`config.mk`:
```
export PLATFORM = sky130hd
export DESIGN_NAME = rtc_calendar_core
export DESIGN_NICKNAME = d
export VERILOG_FILES = /design/src/rtl/rtc_cal_pkg.sv /design/src/rtl/rtc_bcd_step.sv /design/src/rtl/rtc_month_end.sv /design/src/rtl/rtc_stop_flag.sv /design/src/rtl/rtc_calendar_core.sv
export SDC_FILE = /design/constraint.sdc
export NUM_CORES = 1
export LEC_CHECK = 0
export CELL_PAD_IN_SITES_DETAIL_PLACEMENT = 2
export CELL_PAD_IN_SITES_GLOBAL_PLACEMENT = 2
export CORE_ASPECT_RATIO = 0.8
export CORE_MARGIN = 2
export CORE_UTILIZATION = 34
export DETAILED_ROUTE_END_ITERATION = 16
export PLACE_DENSITY = 0.74
export SYNTH_ARGS = -nofsm -noshare
export SYNTH_HDL_FRONTEND = slang
export SYNTH_HIERARCHICAL = 1
export SYNTH_SLANG_ARGS = --single-unit
```
`constraint.sdc`:
```
create_clock -name clk -period 3.5 [get_ports clk]
set_clock_uncertainty 0.05 [all_clocks]
set_input_delay 0.875 -clock clk [delete_from_list [all_inputs] [get_ports clk]]
set_output_delay 0.875 -clock clk [all_outputs]
set_load 0.1 [all_outputs]
```
`src/rtl/rtc_cal_pkg.sv`:
```
`timescale 1ns/1ps
// Shared widths, field indices and BCD helpers for the calendar core.
// Assumes all fields are two-digit packed BCD in one byte.
package rtc_cal_pkg;
    localparam int BYTE_W  = 8;
    localparam int ADDR_W  = 3;
    localparam int NFIELD  = 7;

    localparam int F_SEC   = 0;
    localparam int F_MIN   = 1;
    localparam int F_HOUR  = 2;
    localparam int F_DOW   = 3;
    localparam int F_DATE  = 4;
    localparam int F_MONTH = 5;
    localparam int F_YEAR  = 6;
    localparam int F_FLAG  = 7;

    // Add one to a packed two-digit BCD value (no range wrap here).
    function automatic logic [BYTE_W-1:0] bcd_inc(input logic [BYTE_W-1:0] v);
        if (v[3:0] == 4'd9) return {v[7:4] + 4'd1, 4'd0};
        else                return {v[7:4], v[3:0] + 4'd1};
    endfunction

    // Convert a packed two-digit BCD value to binary.
    function automatic logic [6:0] bcd_to_bin(input logic [BYTE_W-1:0] v);
        return 7'(v[7:4]) * 7'd10 + 7'(v[3:0]);
    endfunction
endpackage

```
`src/rtl/rtc_bcd_step.sv`:
```
`timescale 1ns/1ps
// One BCD field step: the next value and a wrap indication.
// Assumes cur lies within [first, last]. Purely combinational.
module rtc_bcd_step
    import rtc_cal_pkg::*;
(
    input  logic [BYTE_W-1:0] cur,
    input  logic [BYTE_W-1:0] first,
    input  logic [BYTE_W-1:0] last,
    output logic [BYTE_W-1:0] nxt,
    output logic              wrap
);
    // Wrap to first at last, otherwise BCD increment.
    always_comb begin
        wrap = (cur == last);
        nxt  = wrap ? first : bcd_inc(cur);
    end
endmodule

```
`src/rtl/rtc_month_end.sv`:
```
`timescale 1ns/1ps
// Last valid BCD date of a month, with leap years being those divisible by 4.
// Assumes month and year are legal BCD.
module rtc_month_end
    import rtc_cal_pkg::*;
(
    input  logic [BYTE_W-1:0] month,
    input  logic [BYTE_W-1:0] year,
    output logic [BYTE_W-1:0] last_date
);
    logic [6:0] year_bin;
    logic       leap;

    // Decode month length from month number and leap status.
    always_comb begin
        year_bin = bcd_to_bin(year);
        leap     = (year_bin[1:0] == 2'b00);
        case (month)
            8'h02:                      last_date = leap ? 8'h29 : 8'h28;
            8'h04, 8'h06, 8'h09, 8'h11: last_date = 8'h30;
            default:                    last_date = 8'h31;
        endcase
    end
endmodule

```
`src/rtl/rtc_stop_flag.sv`:
```
`timescale 1ns/1ps
// Sticky oscillator-stopped flag: set on a run->stop edge and at reset,
// cleared only by request. A set event outranks a clear in the same cycle.
module rtc_stop_flag (
    input  logic clk,
    input  logic rst_n,
    input  logic osc_ok,
    input  logic clr_req,
    output logic flag
);
    logic osc_ok_q;

    // Track the previous oscillator state and update the flag.
    always_ff @(posedge clk) begin
        if (!rst_n) begin
            osc_ok_q <= 1'b0;
            flag     <= 1'b1;
        end else begin
            osc_ok_q <= osc_ok;
            if (osc_ok_q && !osc_ok) flag <= 1'b1;
            else if (clr_req)        flag <= 1'b0;
        end
    end
endmodule

```
`src/rtl/rtc_calendar_core.sv`:
```
`timescale 1ns/1ps
// BCD time and calendar register core with a century toggle, an oscillator
// halt bit and a sticky stop flag. Assumes tick_1hz is a single-cycle pulse
// and that software writes only legal BCD values.
module rtc_calendar_core
    import rtc_cal_pkg::*;
(
    input  logic              clk,
    input  logic              rst_n,
    input  logic              tick_1hz,
    input  logic              osc_running,
    input  logic              wr_en,
    input  logic [ADDR_W-1:0] wr_addr,
    input  logic [BYTE_W-1:0] wr_data,
    output logic [BYTE_W-1:0] sec_reg,
    output logic [BYTE_W-1:0] min_reg,
    output logic [BYTE_W-1:0] hour_reg,
    output logic [BYTE_W-1:0] dow_reg,
    output logic [BYTE_W-1:0] date_reg,
    output logic [BYTE_W-1:0] month_reg,
    output logic [BYTE_W-1:0] year_reg,
    output logic [BYTE_W-1:0] flag_reg,
    output logic              div_reset
);
    logic [BYTE_W-1:0] field_q  [NFIELD];
    logic [BYTE_W-1:0] field_nx [NFIELD];
    logic [NFIELD-1:0] wrap;
    logic [NFIELD-1:0] adv;
    logic [BYTE_W-1:0] month_last;
    logic              halt_q, cen_en_q, cen_q, flag_q;
    logic              tick_en, cen_flip;

    // Ticks count only when the clock runs and no write is pending.
    assign tick_en  = tick_1hz && !halt_q && !wr_en;

    // Ripple the carry from seconds up to the year.
    always_comb begin
        adv[F_SEC]   = tick_en;
        adv[F_MIN]   = adv[F_SEC]   && wrap[F_SEC];
        adv[F_HOUR]  = adv[F_MIN]   && wrap[F_MIN];
        adv[F_DOW]   = adv[F_HOUR]  && wrap[F_HOUR];
        adv[F_DATE]  = adv[F_HOUR]  && wrap[F_HOUR];
        adv[F_MONTH] = adv[F_DATE]  && wrap[F_DATE];
        adv[F_YEAR]  = adv[F_MONTH] && wrap[F_MONTH];
    end
    assign cen_flip = adv[F_YEAR] && wrap[F_YEAR] && cen_en_q;

    rtc_month_end u_month_end (
        .month     (field_q[F_MONTH]),
        .year      (field_q[F_YEAR]),
        .last_date (month_last)
    );

    for (genvar i = 0; i < NFIELD; i++) begin : g_field
        localparam logic [BYTE_W-1:0] FIRST =
            (i == F_DOW || i == F_DATE || i == F_MONTH) ? 8'h01 : 8'h00;
        localparam logic [BYTE_W-1:0] LAST_FIX =
            (i == F_SEC || i == F_MIN) ? 8'h59 :
            (i == F_HOUR)              ? 8'h23 :
            (i == F_DOW)               ? 8'h07 :
            (i == F_MONTH)             ? 8'h12 : 8'h99;
        localparam logic [BYTE_W-1:0] MASK =
            (i == F_SEC || i == F_MIN)   ? 8'h7F :
            (i == F_HOUR || i == F_DATE) ? 8'h3F :
            (i == F_DOW)                 ? 8'h07 :
            (i == F_MONTH)               ? 8'h1F : 8'hFF;

        logic [BYTE_W-1:0] last_v;
        if (i == F_DATE) begin : g_dyn
            assign last_v = month_last;
        end else begin : g_fix
            assign last_v = LAST_FIX;
        end

        rtc_bcd_step u_step (
            .cur   (field_q[i]),
            .first (FIRST),
            .last  (last_v),
            .nxt   (field_nx[i]),
            .wrap  (wrap[i])
        );

        // Field register: a write wins over a carry advance.
        always_ff @(posedge clk) begin
            if (!rst_n)
                field_q[i] <= FIRST;
            else if (wr_en && wr_addr == ADDR_W'(i))
                field_q[i] <= wr_data & MASK;
            else if (adv[i])
                field_q[i] <= field_nx[i];
        end
    end

    // Control bits held in spare bits of seconds and hours.
    always_ff @(posedge clk) begin
        if (!rst_n) begin
            halt_q   <= 1'b0;
            cen_en_q <= 1'b0;
            cen_q    <= 1'b0;
        end else if (wr_en && wr_addr == ADDR_W'(F_SEC)) begin
            halt_q   <= wr_data[7];
        end else if (wr_en && wr_addr == ADDR_W'(F_HOUR)) begin
            cen_en_q <= wr_data[7];
            cen_q    <= wr_data[6];
        end else if (cen_flip) begin
            cen_q    <= ~cen_q;
        end
    end

    // Prescaler restart pulse after a seconds write.
    always_ff @(posedge clk) begin
        if (!rst_n) div_reset <= 1'b0;
        else        div_reset <= wr_en && (wr_addr == ADDR_W'(F_SEC));
    end

    rtc_stop_flag u_stop_flag (
        .clk     (clk),
        .rst_n   (rst_n),
        .osc_ok  (osc_running && !halt_q),
        .clr_req (wr_en && wr_addr == ADDR_W'(F_FLAG) && !wr_data[7]),
        .flag    (flag_q)
    );

    // Assemble the visible register bytes.
    always_comb begin
        sec_reg   = {halt_q, field_q[F_SEC][6:0]};
        min_reg   = field_q[F_MIN];
        hour_reg  = {cen_en_q, cen_q, field_q[F_HOUR][5:0]};
        dow_reg   = field_q[F_DOW];
        date_reg  = field_q[F_DATE];
        month_reg = field_q[F_MONTH];
        year_reg  = field_q[F_YEAR];
        flag_reg  = {flag_q, 7'b0};
    end
endmodule

```
==> impl_metrics.py <==
metrics = {
    "worst_setup_path": {
        "cp_data_required_time_ns": 3.62,
        "cp-end-kind": "register",
        "path_class": "reg2reg",
        "rr_worst_depth": 10,
        "crit_fanout": 8,
        "cp-start-kind": "register",
        "cp_data_arrival_time_ns": 3.32,
    },
    "clocking": {
        "cts_root_buffer": "clkbuf_16",
        "cts_tree": "built",
        "clk-insertion-delay-late_ns": 0.34,
        "clockBufferDepth": 2,
        "cts_buffers": 9,
        "htree_num_levels": 3,
        "holdBufCountCts": 0,
        "clk_pin_slew_ns": 0.06,
        "clock-sinks": 62,
    },
    "routing": {
        "wirelength_um": 16700,
        "ant_nets": 0,
        "drt_first_pass_iters": 4,
        "via_per_inst": 4.91,
        "drt_iter0_markers": 185,
        "post_drt_wl_per_cell_um": 18.5,
        "drcViolationCount": 0,
        "vias": 4446,
    },
    "timing": {
        "timing.final.ws_setup_ns": 0.303,
        "post-route-min-period_ns": 3.20,
        "fmax_mhz": 313,
        "max-slew-margin-rel_pct": 52.0,
        "tightest_slew_ns": 0.715,
        "slew_violations": 0,
        "hold_viol_final": 0,
        "setup_viol": 0,
        "period_share_pct": 91.3,
    },
    "cells_and_area": {
        "syn_to_final_growth_pct": 25.6,
        "final_util_pct": 43.4,
        "regMostFlops": "field_q",
        "nNetsFinal": 708,
        "fin_cells": 905,
        "layout_commonest_cell": "conb_1",
        "largest_reg_flops": 56,
        "final-seq-area_sq_mm": 0.00180,
        "drive_above_1_share_pct": 24.5,
        "fill_cells": 1738,
        "final_area_sq_mm": 0.00679,
        "multi_input_area_sq_mm": 0.00361,
        "final_cell_mix": "conb_1, buf_4, xor2_1",
        "num_antenna_cells": 0,
    },
    "grt": {
        "grt_max_degree": 19,
        "overflow": 0,
        "grt_pass1_wl_um": 26700,
        "grtUsageTotal_pct": 20.4,
        "grt_pass1_vias": 4781,
        "antenna_found_initial": 0,
    },
    "placed_design": {
        "port_buffers": 73,
        "globalplace.congestion": 0.762,
        "placed_cell_area_sq_mm": 0.00645,
        "hpwl_um": 12500,
        "dpl.cell_count": 888,
        "dp_slack_ns": 0.232,
    },
    "min_path": {
        "worst_hold_path.num_cells": 2,
        "hold_class": "reg2reg",
    },
    "synthesis": {
        "synthesis.area_sq_mm": 0.00541,
        "synth_warnings": 6,
        "synthCells": 521,
        "syn_avg_cell_area_sq_um": 10.4,
    },
    "floorplanning": {
        "dieHeight_um": 117,
        "die_x_um": 145,
        "core_sq_mm": 0.0156,
        "dieArea_sq_mm": 0.0169,
        "start_util_pct": 34.5,
        "pin_count": 81,
        "rows": 41,
    },
    "power_and_ir_drop": {
        "leakage_nw": 2.97,
        "pwr_density_cell_mw_per_mm2": 391,
        "power_mw": 2.66,
        "vdd_drop_max_uv": 233,
    },
    "job": {
        "cap_violations": 0,
    },
    "outcome": {
        "run_status": "finished clean",
    },
}
## power breakdown
part	internal, mW	switching, mW	total [mW]	leakage, nW
clock	0.641	0.345	0.986	0.157
sequential	0.853	0.0820	0.935	0.615
combinational	0.213	0.522	0.734	2.20
total	1.71	0.949	2.66	2.97
## critical path: stages (launching register included)
cell       delay, ns
edfxtp_1        0.50
or3_4           0.45
nor4_1          0.32
o211ai_1        0.15
xor2_1          0.17
nor4_2          0.30
nand2_2         0.09
inv_1           0.10
and4_1          0.27
o2111ai_1       0.34
o21ai_0         0.30
## repair_timing
| action | in CTS | in global routing |
|---|---|---|
| setup endpoints to repair | 0 | 8 |
| resized for setup | 0 | 0 |
| buffers inserted | 0 | 1 |
| hold endpoints to repair | 0 | 0 |
## final timing paths
kind | slack (ns) | startpoint | to
setup / recovery | 0.30 | field_q[5][5] | field_q[6][5]
setup reg to reg | 0.30 | field_q[5][5] | field_q[6][5]
hold reg to reg | 0.44 | u_stop_flag/osc_ok_q | u_stop_flag/flag
hold / removal | 0.44 | u_stop_flag/osc_ok_q | u_stop_flag/flag
## routing by layer
| metal | up-vias | GRT usage, % | wire length, um |
|---|---|---|---|
| met4 | 0 | 4.49 | 143 |
| met1 | 2251 | 26.3 | 7730 |
| li1 | 2104 | - | - |
| met3 | 12 | 3.60 | 480 |
| met5 | - | 0 | 0 |
| met2 | 79 | 36.3 | 8370 |
## layout make-up
cell class | count | area share (%)
Multi-Input combinational cell | 496 | 53.2
Sequential cell | 62 | 26.5
Timing Repair Buffer | 81 | 9.69
Tap cell | 215 | 3.96
Clock buffer | 12 | 3.63
Inverter | 35 | 1.93
Clock inverter | 4 | 1.03
## through the flow
step	hold slack [ns]	setup TNS [ns]
global placement	0.415	0
finish	0.438	0
global route	0.462	-0.0146
floorplan	0.406	0
detailed placement	0.428	0
CTS	0.438	0
Power figures use the tool's default switching activity.
